File: src/rtl/spifh_pkg.sv
package spifh_pkg;
   typedef enum logic [2:0] {
      ST_IDLE,
      ST_LOW,
      ST_HIGH,
      ST_PARK,
      ST_TAIL,
      ST_GAP
   } spifh_state_e;

   // states during which the half-period divider runs
   function automatic logic spifh_runs(input spifh_state_e s);
      return (s == ST_LOW) || (s == ST_HIGH) || (s == ST_TAIL) || (s == ST_GAP);
   endfunction
endpackage

File: src/rtl/spifh_fifo.sv
module spifh_fifo #(
   parameter int unsigned W     = 16,
   parameter int unsigned DEPTH = 8
) (
   input  logic         clk,
   input  logic         rst_n,
   input  logic         wr_en,
   input  logic [W-1:0] wr_data,
   input  logic         rd_en,
   output logic [W-1:0] rd_data,
   output logic         empty,
   output logic         full
);
   localparam int unsigned AW = $clog2(DEPTH);

   if (DEPTH < 2 || (1 << AW) != DEPTH) begin : g_bad_depth
      $error("spifh_fifo: DEPTH must be a power of two of at least 2");
   end

   logic [W-1:0]  mem [DEPTH];
   logic [AW-1:0] wp_q, rp_q;
   logic [AW:0]   cnt_q;
   logic          wr_ok, rd_ok;

   assign empty   = (cnt_q == '0);
   assign full    = (cnt_q == (AW+1)'(DEPTH));
   assign wr_ok   = wr_en && !full;
   assign rd_ok   = rd_en && !empty;
   assign rd_data = mem[rp_q];

   always_ff @(posedge clk) begin
      if (wr_ok) mem[wp_q] <= wr_data;
   end

   always_ff @(posedge clk or negedge rst_n) begin
      if (!rst_n) begin
         wp_q  <= '0;
         rp_q  <= '0;
         cnt_q <= '0;
      end else begin
         if (wr_ok) wp_q <= wp_q + 1'b1;
         if (rd_ok) rp_q <= rp_q + 1'b1;
         case ({wr_ok, rd_ok})
            2'b10:   cnt_q <= cnt_q + 1'b1;
            2'b01:   cnt_q <= cnt_q - 1'b1;
            default: cnt_q <= cnt_q;
         endcase
      end
   end

   // the consumer must only pop an entry that exists
   assert_no_underflow_R11: assert property (@(posedge clk) disable iff (!rst_n)
      rd_en |-> !empty);
endmodule

File: src/rtl/spifh_baud.sv
module spifh_baud #(
   parameter int unsigned DIV_W = 8
) (
   input  logic             clk,
   input  logic             rst_n,
   input  logic             run,
   input  logic [DIV_W-1:0] cfg_half,
   output logic             tick
);
   logic [DIV_W-1:0] half_eff;
   logic [DIV_W-1:0] cnt_q;

   assign half_eff = (cfg_half == '0) ? DIV_W'(1) : cfg_half;
   assign tick     = run && (cnt_q == half_eff - 1'b1);

   always_ff @(posedge clk or negedge rst_n) begin
      if (!rst_n)     cnt_q <= '0;
      else if (!run)  cnt_q <= '0;
      else if (tick)  cnt_q <= '0;
      else            cnt_q <= cnt_q + 1'b1;
   end
endmodule

File: src/rtl/spifh_engine.sv
module spifh_engine
   import spifh_pkg::*;
#(
   parameter int unsigned DATA_W    = 16,
   parameter int unsigned HOLD_BITS = 8,
   parameter int unsigned EOM_POS   = 12,
   parameter int unsigned MIN_BITS  = 4
) (
   input  logic                       clk,
   input  logic                       rst_n,
   input  logic                       tick,
   input  logic                       cfg_hold,
   input  logic [$clog2(DATA_W)-1:0]  cfg_size,
   input  logic                       txq_empty,
   input  logic [DATA_W-1:0]          txq_data,
   output logic                       txq_pop,
   output logic                       rxq_push,
   output logic [DATA_W-1:0]          rxq_data,
   input  logic                       miso,
   output logic                       sclk,
   output logic                       mosi,
   output logic                       cs_n,
   output logic                       busy,
   output logic                       run
);
   localparam int unsigned SW = $clog2(DATA_W);
   localparam logic [SW-1:0] HOLD_WMAX = SW'(HOLD_BITS - 1);
   localparam logic [SW-1:0] MIN_WMAX  = SW'(MIN_BITS - 1);
   localparam logic [SW-1:0] TOP_IDX   = SW'(DATA_W - 1);

   spifh_state_e      state_q;
   logic [DATA_W-1:0] tx_sh_q, rx_sh_q;
   logic [SW-1:0]     bits_left_q, wmax_q;
   logic              eom_q, hold_q, gap2_q, sclk_q, cs_n_q;

   // next-word load path
   logic              load_hold, load_eom;
   logic [SW-1:0]     load_wmax;
   logic [SW:0]       load_cnt, cur_cnt;
   logic [DATA_W-1:0] load_mask, load_word, rx_mask;

   assign load_hold = (state_q == ST_IDLE) ? cfg_hold : hold_q;
   assign load_wmax = load_hold ? HOLD_WMAX :
                      ((cfg_size < MIN_WMAX) ? MIN_WMAX : cfg_size);
   assign load_cnt  = {1'b0, load_wmax} + {{SW{1'b0}}, 1'b1};
   assign load_mask = ~({DATA_W{1'b1}} << load_cnt);
   assign load_word = (txq_data & load_mask) << (TOP_IDX - load_wmax);
   assign load_eom  = load_hold && txq_data[EOM_POS];

   assign cur_cnt   = {1'b0, wmax_q} + {{SW{1'b0}}, 1'b1};
   assign rx_mask   = ~({DATA_W{1'b1}} << cur_cnt);
   assign rxq_data  = rx_sh_q & rx_mask;

   assign sclk = sclk_q;
   assign cs_n = cs_n_q;
   assign mosi = tx_sh_q[DATA_W-1];
   assign busy = (state_q != ST_IDLE);
   assign run  = spifh_runs(state_q);

   always_comb begin
      txq_pop  = 1'b0;
      rxq_push = 1'b0;
      unique case (state_q)
         ST_IDLE: txq_pop = !txq_empty;
         ST_HIGH: if (tick && bits_left_q == '0) begin
            rxq_push = 1'b1;
            txq_pop  = hold_q && !eom_q && !txq_empty;
         end
         ST_PARK: txq_pop = !txq_empty;
         default: ;
      endcase
   end

   // data path: load on pop, shift on each falling edge within a word
   always_ff @(posedge clk or negedge rst_n) begin
      if (!rst_n) begin
         tx_sh_q     <= '0;
         bits_left_q <= '0;
         wmax_q      <= HOLD_WMAX;
         eom_q       <= 1'b0;
      end else if (txq_pop) begin
         tx_sh_q     <= load_word;
         bits_left_q <= load_wmax;
         wmax_q      <= load_wmax;
         eom_q       <= load_eom;
      end else if (state_q == ST_HIGH && tick && bits_left_q != '0) begin
         tx_sh_q     <= {tx_sh_q[DATA_W-2:0], 1'b0};
         bits_left_q <= bits_left_q - 1'b1;
      end
   end

   always_ff @(posedge clk or negedge rst_n) begin
      if (!rst_n)
         rx_sh_q <= '0;
      else if (state_q == ST_LOW && tick)
         rx_sh_q <= {rx_sh_q[DATA_W-2:0], miso};
   end

   // framing state machine
   always_ff @(posedge clk or negedge rst_n) begin
      if (!rst_n) begin
         state_q <= ST_IDLE;
         sclk_q  <= 1'b0;
         cs_n_q  <= 1'b1;
         hold_q  <= 1'b0;
         gap2_q  <= 1'b0;
      end else begin
         unique case (state_q)
            ST_IDLE: if (txq_pop) begin
               hold_q  <= cfg_hold;
               cs_n_q  <= 1'b0;
               state_q <= ST_LOW;
            end
            ST_LOW: if (tick) begin
               sclk_q  <= 1'b1;
               state_q <= ST_HIGH;
            end
            ST_HIGH: if (tick) begin
               sclk_q <= 1'b0;
               if (bits_left_q != '0)       state_q <= ST_LOW;
               else if (txq_pop)            state_q <= ST_LOW;
               else if (hold_q && !eom_q)   state_q <= ST_PARK;
               else                         state_q <= ST_TAIL;
            end
            ST_PARK: if (txq_pop) state_q <= ST_LOW;
            ST_TAIL: if (tick) begin
               cs_n_q  <= 1'b1;
               gap2_q  <= 1'b0;
               state_q <= ST_GAP;
            end
            ST_GAP: if (tick) begin
               if (gap2_q) state_q <= ST_IDLE;
               else        gap2_q  <= 1'b1;
            end
            default: state_q <= ST_IDLE;
         endcase
      end
   end

   assert_idle_clock_R2: assert property (@(posedge clk) disable iff (!rst_n)
      cs_n_q |-> !sclk_q);
   assert_mosi_steady_R2: assert property (@(posedge clk) disable iff (!rst_n)
      $rose(sclk_q) |-> $stable(mosi));
   assert_cs_pulse_R3: assert property (@(posedge clk) disable iff (!rst_n)
      $rose(cs_n_q) |=> cs_n_q);
   assert_park_quiet_R8: assert property (@(posedge clk) disable iff (!rst_n)
      (state_q == ST_PARK) |-> (!cs_n_q && !sclk_q));
endmodule

File: src/rtl/spi_frame_master.sv
module spi_frame_master #(
   parameter int unsigned DATA_W     = 16,
   parameter int unsigned FIFO_DEPTH = 8,
   parameter int unsigned DIV_W      = 8,
   parameter int unsigned HOLD_BITS  = 8,
   parameter int unsigned EOM_POS    = 12,
   parameter int unsigned MIN_BITS   = 4
) (
   input  logic                      clk,
   input  logic                      rst_n,
   input  logic                      cfg_hold,
   input  logic [$clog2(DATA_W)-1:0] cfg_size,
   input  logic [DIV_W-1:0]          cfg_half,
   input  logic                      tx_wr,
   input  logic [DATA_W-1:0]         tx_data,
   input  logic                      eom_set,
   output logic                      tx_full,
   output logic                      tx_empty,
   input  logic                      rx_rd,
   output logic [DATA_W-1:0]         rx_data,
   output logic                      rx_nempty,
   output logic                      sclk,
   output logic                      mosi,
   input  logic                      miso,
   output logic                      cs_n,
   output logic                      busy
);
   localparam int unsigned SW = $clog2(DATA_W);

   if ((1 << SW) != DATA_W) begin : g_bad_width
      $error("spi_frame_master: DATA_W must be a power of two");
   end
   if (EOM_POS >= DATA_W || EOM_POS < HOLD_BITS || HOLD_BITS > DATA_W) begin : g_bad_tag
      $error("spi_frame_master: end tag must sit above the held word and inside the entry");
   end
   if (MIN_BITS < 2 || MIN_BITS > DATA_W) begin : g_bad_min
      $error("spi_frame_master: MIN_BITS out of range");
   end

   logic              eom_flag_q, tag, wr_ok;
   logic [DATA_W-1:0] tx_entry, txq_data, rxq_data;
   logic              txq_pop, rxq_push, rx_empty, rx_full_unused;
   logic              tick, run;

   assign tag   = eom_flag_q | eom_set;
   assign wr_ok = tx_wr && !tx_full;

   always_comb begin
      tx_entry = tx_data;
      if (cfg_hold) tx_entry[EOM_POS] = tag;
   end

   always_ff @(posedge clk or negedge rst_n) begin
      if (!rst_n)       eom_flag_q <= 1'b0;
      else if (wr_ok)   eom_flag_q <= 1'b0;
      else if (eom_set) eom_flag_q <= 1'b1;
   end

   spifh_fifo #(.W(DATA_W), .DEPTH(FIFO_DEPTH)) u_txq (
      .clk(clk), .rst_n(rst_n),
      .wr_en(tx_wr), .wr_data(tx_entry),
      .rd_en(txq_pop), .rd_data(txq_data),
      .empty(tx_empty), .full(tx_full)
   );

   spifh_fifo #(.W(DATA_W), .DEPTH(FIFO_DEPTH)) u_rxq (
      .clk(clk), .rst_n(rst_n),
      .wr_en(rxq_push), .wr_data(rxq_data),
      .rd_en(rx_rd && !rx_empty), .rd_data(rx_data),
      .empty(rx_empty), .full(rx_full_unused)
   );

   assign rx_nempty = !rx_empty;

   spifh_baud #(.DIV_W(DIV_W)) u_baud (
      .clk(clk), .rst_n(rst_n), .run(run), .cfg_half(cfg_half), .tick(tick)
   );

   spifh_engine #(
      .DATA_W(DATA_W), .HOLD_BITS(HOLD_BITS), .EOM_POS(EOM_POS), .MIN_BITS(MIN_BITS)
   ) u_eng (
      .clk(clk), .rst_n(rst_n), .tick(tick),
      .cfg_hold(cfg_hold), .cfg_size(cfg_size),
      .txq_empty(tx_empty), .txq_data(txq_data), .txq_pop(txq_pop),
      .rxq_push(rxq_push), .rxq_data(rxq_data),
      .miso(miso), .sclk(sclk), .mosi(mosi), .cs_n(cs_n),
      .busy(busy), .run(run)
   );

   // an accepted write consumes an armed end flag
   assert_eom_consumed_R7: assert property (@(posedge clk) disable iff (!rst_n)
      (wr_ok && !eom_set) |=> !eom_flag_q);
endmodule

File: config.mk
export PLATFORM = sky130hd
export DESIGN_NAME = spi_frame_master
export DESIGN_NICKNAME = d
export VERILOG_FILES = /design/src/rtl/spifh_pkg.sv /design/src/rtl/spifh_fifo.sv /design/src/rtl/spifh_baud.sv /design/src/rtl/spifh_engine.sv /design/src/rtl/spi_frame_master.sv
export SDC_FILE = /design/constraint.sdc
export NUM_CORES = 1
export LEC_CHECK = 0
export ABC_AREA = 0
export BUFFER_PORTS_ARGS = -buffer_cell sky130_fd_sc_hd__buf_2
export CAP_MARGIN = 20
export CORE_AREA = 2 2 156 158
export CTS_BUF_LIST = sky130_fd_sc_hd__clkbuf_4
export DETAILED_ROUTE_END_ITERATION = 7
export DIE_AREA = 0 0 158 160
export PLACE_DENSITY_LB_ADDON = 0.3
export SYNTH_ARGS = -nofsm -noshare
export SYNTH_HDL_FRONTEND = slang
export SYNTH_SLANG_ARGS = --single-unit
File: constraint.sdc
create_clock -name clk -period 5.8 [get_ports clk]
set_clock_uncertainty 0.2 [all_clocks]
set_input_delay 0 -clock clk [delete_from_list [all_inputs] [get_ports clk]]
set_output_delay 0 -clock clk [all_outputs]
set_load 0.02 [all_outputs]
# ---- Yosys cells after proc, flatten, opt, wreduce, memory -nomap -nowiden
# Memories as Yosys holds them, arrays and structs flattened.
# Index checks and enable logic that the tools add are counted.
dict set report totals {
  in_bits 35
  word_cells 142
  memories 2
  ramBits 256
  reg_bits 77
}
# name words word_bits rd rd_clocked_by_memory_dff write_ports line_no
set memory_table {}
lappend memory_table {u_rxq.mem 8 16 1 0 1 spifh_fifo.sv:20} ;# logic [W-1:0] mem [DEPTH];
lappend memory_table {u_txq.mem 8 16 1 0 1 spifh_fifo.sv:20}
dict set report op_classes {
  n_mux 39
  n_reduce_logical 41
  order_cmp 1
  n_bitwise 5
  n_eq_ne 19
  add_sub_neg 14
  n_shift 3
}
# op count
set ops {}
lappend ops {{$and A16 B16 Y16} 2}
lappend ops {{$mux W16} 2}
lappend ops {{$not A16 Y16} 2}
lappend ops {{$shl A16 B5 Y16 const A} 2}
lappend ops {{$mux W3} 9}
lappend ops {{$mux W8} 3}
lappend ops {{$mux W4} 4}
lappend ops {{$pmux W4 S2} 2}
lappend ops {{$shl A16 B4 Y16} 1}
lappend ops {{$pmux W3 S5} 1}
lappend ops {{$mux W1} 14}
lappend ops {{$reduce_bool A2 Y1} 7}
lappend ops {{$logic_and A1 B1 Y1} 13}
lappend ops {{$add A3 B1 Y3 const B} 4}
lappend ops {{$logic_not A4 Y1} 3}
lappend ops {{$ne A2 B1 Y1 const B} 6}
lappend ops {{$sub A4 B1 Y4 const B} 3}
lappend ops {{$add A4 B1 Y5 const B} 2}
lappend ops {{$reduce_and A3 Y1} 3}
lappend ops {{$add A4 B1 Y4 const B} 2}
lappend ops {{$add A8 B1 Y8 const B} 1}
lappend ops {{$eq A4 B4 Y1 const B} 2}
lappend ops {{$eq A8 B8 Y1} 1}
lappend ops {{$logic_not A8 Y1} 1}
lappend ops {{other kinds (19)} 32}

# ---- Depth between registers and ports, before layout
dict set report depth {
  depth_word 12
  depth_mapped 20
  ltp_nobuf 17
}

# ---- Cells and area by module
# A second synthesis with hierarchy kept.
dict set report unflattened {
  hier_cells 987
  area_unflattened_um2 15265.9
}
# mod seq_area_each_um2 cells_each area_per_inst_um2 n_inst
set modules_own_cells {}
lappend modules_own_cells {spifh_fifo 4093.9 253 5556.6 2}
lappend modules_own_cells {spifh_engine 1206.2 406 3437.0 1}
lappend modules_own_cells {spifh_baud 200.2 67 653.1 1}
lappend modules_own_cells {spi_frame_master 25.0 8 62.6 1}

# ---- Least setup slack after synthesis
# No wires, ideal clock.
dict set report synth_path {
  path_type {input port to flip-flop}
  start {in cfg_half[3]}
  end {mem u_rxq.mem[4][0], enable pin}
  path_slack_ns 1.420
  t_arrival_ns 3.767
  required_time_ns 5.187
  cell_stages 13
  setup_time_ns 0.413
  cell_sequence {buf_6 -> nor4_4 -> a21oi_1 -> ha_1 -> or3b_1 -> a221oi_2 -> o221ai_1 -> or4_1 -> buf_2 -> nor3_1 -> and2_1 -> nand2b_1 -> nor3b_1}
}
dict set report synth_between {
  elab_chain_len 11
}
# element line_no
set synth_rtl {}
lappend synth_rtl {{start: declaration} spi_frame_master.sv:13} ;# input logic [DIV_W-1:0] cfg_half,
lappend synth_rtl {{$logic_not A8 Y1} spifh_baud.sv:13} ;# assign half_eff = (cfg_half == '0) ? DIV_W'(1) : cfg_half;
lappend synth_rtl {{$mux W8 (*)} spifh_baud.sv:13}
lappend synth_rtl {{$sub A8 B1 Y8 (*)} spifh_baud.sv:14} ;# assign tick = run && (cnt_q == half_eff - 1'b1);
lappend synth_rtl {{$eq A8 B8 Y1 (*)} spifh_baud.sv:14}
lappend synth_rtl {{$logic_and A1 B1 Y1 (*)} spifh_baud.sv:14}
lappend synth_rtl {{$logic_and A1 B1 Y1 (*)} spifh_engine.sv:65} ;# ST_HIGH: if (tick && bits_left_q == '0) begin
lappend synth_rtl {{$mux W1 (*)} spifh_engine.sv:65}
lappend synth_rtl {{$mux W1 (*)} spifh_engine.sv:63} ;# unique case (state_q)
lappend synth_rtl {{$logic_and A1 B1 Y1 (*)} spifh_fifo.sv:27} ;# assign wr_ok = wr_en && !full;
lappend synth_rtl {{$mux W1 (*)} spifh_fifo.sv:32} ;# if (wr_ok) mem[wp_q] <= wr_data;
lappend synth_rtl {{$mux W1 (implied by the code) (*)} spifh_fifo.sv:32}
lappend synth_rtl {{end: declaration} spifh_fifo.sv:20}
# Every way passes the cells marked *; elsewhere a longest branch is shown, timed or not.

# ---- Final worst setup path
dict set report layout_path {
  start {reg u_eng.state_q[0]}
  end {reg u_eng.tx_sh_q[15]}
}
dict set report layout_between {
  elab_chain_len 9
  elab_cells_between_ends 26
  classes_between {add/sub (2); eq/ne (5); shift (2); mux (5); bitwise (2); reduce/logical (10)}
}
# element line_no
set layout_rtl {}
lappend layout_rtl {{start: declaration} spifh_engine.sv:31} ;# spifh_state_e state_q;
lappend layout_rtl {{start signal: assignment} spifh_engine.sv:102} ;# state_q <= ST_IDLE;
lappend layout_rtl {{start signal: assignment} spifh_engine.sv:112} ;# state_q <= ST_LOW;
lappend layout_rtl {{start signal: assignment} spifh_engine.sv:116} ;# state_q <= ST_HIGH;
lappend layout_rtl {{$logic_not A3 Y1, or another cell as far along} {spifh_engine.sv:42, spifh_engine.sv:63}}
lappend layout_rtl {{$mux W1 or $logic_or A1 B1 Y1 (tied branches)} {spifh_engine.sv:42, spifh_pkg.sv:13}}
lappend layout_rtl {{$mux W4 or $logic_or A1 B1 Y1 (tied branches)} {spifh_engine.sv:43, spifh_pkg.sv:13}}
lappend layout_rtl {{$add A4 B1 Y5 or $logic_or A1 B1 Y1 (tied branches)} {spifh_engine.sv:45, spifh_pkg.sv:13}}
lappend layout_rtl {{$shl A16 B5 Y16 or $logic_and A1 B1 Y1 (tied branches)} {spifh_engine.sv:46, spifh_baud.sv:14}}
lappend layout_rtl {{$not A16 Y16 or $logic_and A1 B1 Y1 (tied branches)} {spifh_engine.sv:46, spifh_engine.sv:65}}
lappend layout_rtl {{$and A16 B16 Y16 or $mux W1 (tied branches)} {spifh_engine.sv:47, spifh_engine.sv:65}}
lappend layout_rtl {{$shl A16 B4 Y16 or $pmux W1 S2 (tied branches)} {spifh_engine.sv:47, spifh_engine.sv:63}}
lappend layout_rtl {{$mux W16 or $reduce_bool A2 Y1 (tied branches)} --}
lappend layout_rtl {{end signal: assignment} spifh_engine.sv:82} ;# tx_sh_q <= load_word;
lappend layout_rtl {{end signal: assignment} spifh_engine.sv:87} ;# tx_sh_q <= {tx_sh_q[DATA_W-2:0], 1'b0};
lappend layout_rtl {{end: declaration} spifh_engine.sv:32} ;# logic [DATA_W-1:0] tx_sh_q, rx_sh_q;
# Several ways; a longest one is shown, not always the timed one.
# A chain may end at the register's enable or synchronous reset.

==> impl_results.md <==
- Fin crit share: 92.5%
- Reg2reg start: u_eng.state_q[0]
- Vias in the first global route: 9345
- Worst Path Required: 6.22 ns
- Total Power: 6.03 mW
- Syn Area/Cell: 14.7 um^2
- Clk buf depth: 3
- Die area: 25300 um^2
- Layout area overhead: 16.1%
- Final worst path period need: 5.37 ns
- Gate count after technology mapping: 1012
- H-tree depth: 3
- Routed WL per cell: 19.7 um
- Async S/R FF share, synth: 23.1%
- Pre-CTS WS: 0.893 ns
- Initial antenna violation count: 1
- Final non-filler cell total: 1570
- CP max FO: 18
- Mapped Nets: 1069
- Die W: 158 um
- Worst Setup End Kind: flip-flop
- Share of layout cells above drive strength 1: 27.4%
- CTS root buf: clkbuf_4
- Congestion Overflow GR: 0
- Hold path startpoint: rx_rd
- Final instance area: 17300 um^2
- Setup CP Type: flip-flop to flip-flop
- CTS Buf Count: 80
- Number of synthesized flops with an enable pin: 256
- Max cap viols: 0
- Commonest non-fill, non-tap cells in the layout: 256 x edfxtp_1, 127 x clkbuf_4, 74 x nand2_1
- Synth warn: 0
- Final wirelength: 31000 um
- Worst endpoint data arrival time: 5.79 ns
- Initial core utilization: 62.6%
- Most common cell after layout, fill and taps aside: edfxtp_1
- Synth Register Bits: 333
- Hpwl dp: 18700 um
- Unrepaired setup endpoints after global routing: false
- Hold Crit Depth: 4
- Synth cell types: 78
- Run status: finished clean
- Largest net degree at the start of global routing: 74
- Seq/Total Area, Yosys: 64.5%
- DRC violations left: 0
- Std-Cell Rows: 57
- Max VDD drop: 279 uV
- DRT Pass-1 Iters: 7
- Core Region: 23800 um^2
- Max frequency: 186 MHz
- Post-Place Cells: 1370
- DR vias: 9252
- Relative slew slack: 31.9%
- Most used DFF post-synth: edfxtp_1
- Final Hold Viols: 0
- Starting DRT DRC Count: 687
- Worst-path clk slew: 0.07 ns
- Final WS setup: 0.433 ns
- R2r worst-path depth: 16
- Clock Latency Late Sink: 0.73 ns
- Hold Crit Endpoint: u_rxq.rp_q[0]
- Worst-Margin Slew: 1.02 ns
- Final setup violation count: 0
- Final Max Slew Viols: 0
- Die H: 160 um
- Sink Count: 333
- Wire length of the first global-routing pass: 49000 um
- Pwr dens: 348 nW/um^2
- Placer Congestion: 0.942
- CTS tree: built
- CP Launch Type: flip-flop
- Worst reg-to-reg setup slack: 0.43 ns
- Post-CTS setup buffer count: 0
- Vias per cell: 5.89
- IO Pins: 58
- # port buffers: 57
- Total GRT Usage: 25.4%
- Worst R2R End: u_eng.tx_sh_q[15]
- HP Class: primary input to flip-flop
- Nets: 1237
- Setup tns final: 0 ns
- DP Area: 15700 um^2
- Mapped Area: 14900 um^2
- Pleak: 6.75 nW
- Antenna-violating nets left: 0
==> power by group <==
part	switching [mW]	internal [mW]	total (mW)
logic	0.548	0.456	1.00
clock network	0.903	1.09	2.00
registers	0.232	2.79	3.03
total	1.68	4.34	6.03
==> cells in the mapped netlist, types with 4 or more instances <==
library cell / number / area share (%)
mux2i_1: 59 / 4.0
inv_1: 21 / 0.53
mux2_2: 35 / 2.6
nor4_1: 5 / 0.21
ha_1: 21 / 1.8
o22ai_1: 7 / 0.29
a211oi_1: 7 / 0.35
and3_1: 13 / 0.55
nand2_1: 74 / 1.9
nor2b_1: 15 / 0.63
buf_1: 11 / 0.28
dfstp_2: 4 / 0.70
o21ai_0: 25 / 0.84
nor3b_1: 5 / 0.25
xor2_1: 17 / 1.0
dfrtp_1: 73 / 12
o21a_1: 4 / 0.20
nand3_1: 20 / 0.67
a22oi_1: 17 / 0.86
mux4_2: 47 / 7.1
xnor2_1: 15 / 0.88
clkbuf_1: 34 / 0.86
o2111ai_1: 4 / 0.23
and2_1: 5 / 0.21
nor2_1: 57 / 1.4
inv_2: 4 / 0.10
o211ai_1: 5 / 0.25
a21oi_1: 31 / 1.0
mux2_1: 10 / 0.76
nand2b_1: 9 / 0.38
o31ai_1: 5 / 0.25
nor3_1: 24 / 0.81
edfxtp_1: 256 / 52
a31oi_1: 12 / 0.50
==> critical path, cell delays in order (launching register included) <==
cell           delay [ns]
dfrtp_1              0.56
or4b_2               0.75
nand2_1              0.34
nor3_1               0.09
buf_4                0.21
inv_2                0.24
ha_1                 0.27
inv_1                0.06
ha_1                 0.32
nand2b_1             0.15
a31oi_1              0.07
a311oi_1             0.63
o22ai_1              0.21
a21oi_1              0.33
a211oi_1             0.14
dlygate4sd3_1        0.57
o22ai_1              0.14
==> how the worst max path moves through the flow <==
stage	startpoint	to	slack (ns)	cells past startpoint
3_5_place_dp	cfg_half[3]	u_txq.cnt_q[2]	0.89	18
6_report	u_eng.state_q[0]	u_eng.tx_sh_q[15]	0.43	16
2_1_floorplan	cfg_half[3]	u_rxq.mem[4][0]	1.42	13
5_1_grt	u_eng.state_q[1]	u_eng.tx_sh_q[14]	0.17	15
4_1_cts	u_eng.state_q[1]	u_eng.tx_sh_q[14]	0.54	16
3_3_place_gp	cfg_half[3]	u_txq.cnt_q[2]	0.95	18
==> metal layers <==
| layer | up-vias | share of wire, % | GRT usage, % |
|---|---|---|---|
| met5 | - | 0 | 0 |
| met2 | 306 | 51 | 42.1 |
| met1 | 4577 | 42 | 33.6 |
| met4 | 0 | 2.0 | 8.93 |
| met3 | 61 | 5.5 | 5.16 |
| li1 | 4308 | - | - |
==> per-stage QoR <==
| stage | hold WS (ns) | utilization (%) |
|---|---|---|
| after floorplan | -0.496 | - |
| after CTS | 0.0321 | 72.6 |
| after detailed placement | -0.399 | 65.8 |
| after global placement | -0.400 | 65.8 |
| final | 0.0549 | 72.7 |
| after global routing | 0.0625 | 72.7 |
==> flip-flops by register name (all words and copies together), names as in the netlist <==
name / count
eom_flag_q: 1
u_baud.cnt_q: 8
u_eng.bits_left_q: 4
u_eng.cs_n: 1
u_eng.eom_q: 1
u_eng.gap2_q: 1
u_eng.hold_q: 1
u_eng.rx_sh_q: 16
u_eng.sclk: 1
u_eng.state_q: 3
u_eng.tx_sh_q: 16
u_eng.wmax_q: 4
u_rxq.cnt_q: 4
u_rxq.mem: 128
u_rxq.rp_q: 3
u_rxq.wp_q: 3
u_txq.cnt_q: 4
u_txq.mem: 128
u_txq.rp_q: 3
u_txq.wp_q: 3
==> timing repair <==
item                                    4_1_cts  5_1_grt
resized for setup                             0        1
endpoints found under the hold margin       238        0
hold buffers                                 51        0
endpoints found under the setup margin        0        2
==> cell families after synthesis <==
family          after synthesis  share of synthesized area [%]
xor+xnor                     32                           1.88
mux                         151                           14.5
buf+inv                      76                           2.01
simple gates                253                           8.72
flops                       333                           64.5
compound gates              145                           6.50
fa+ha+maj                    22                           1.90
==> layout make-up <==
cell class / instances / area, um^2
flip-flops and latches: 333 / 9620
fillers: 1602 / 6510
multi-input cells: 603 / 5060
repair buffers: 136 / 1020
clock buffers: 127 / 953
well taps: 324 / 405
clock inverters: 20 / 154
inverters: 26 / 97.6
diodes: 1 / 2.50
No activity file was read; power rests on OpenSTA's default activity.
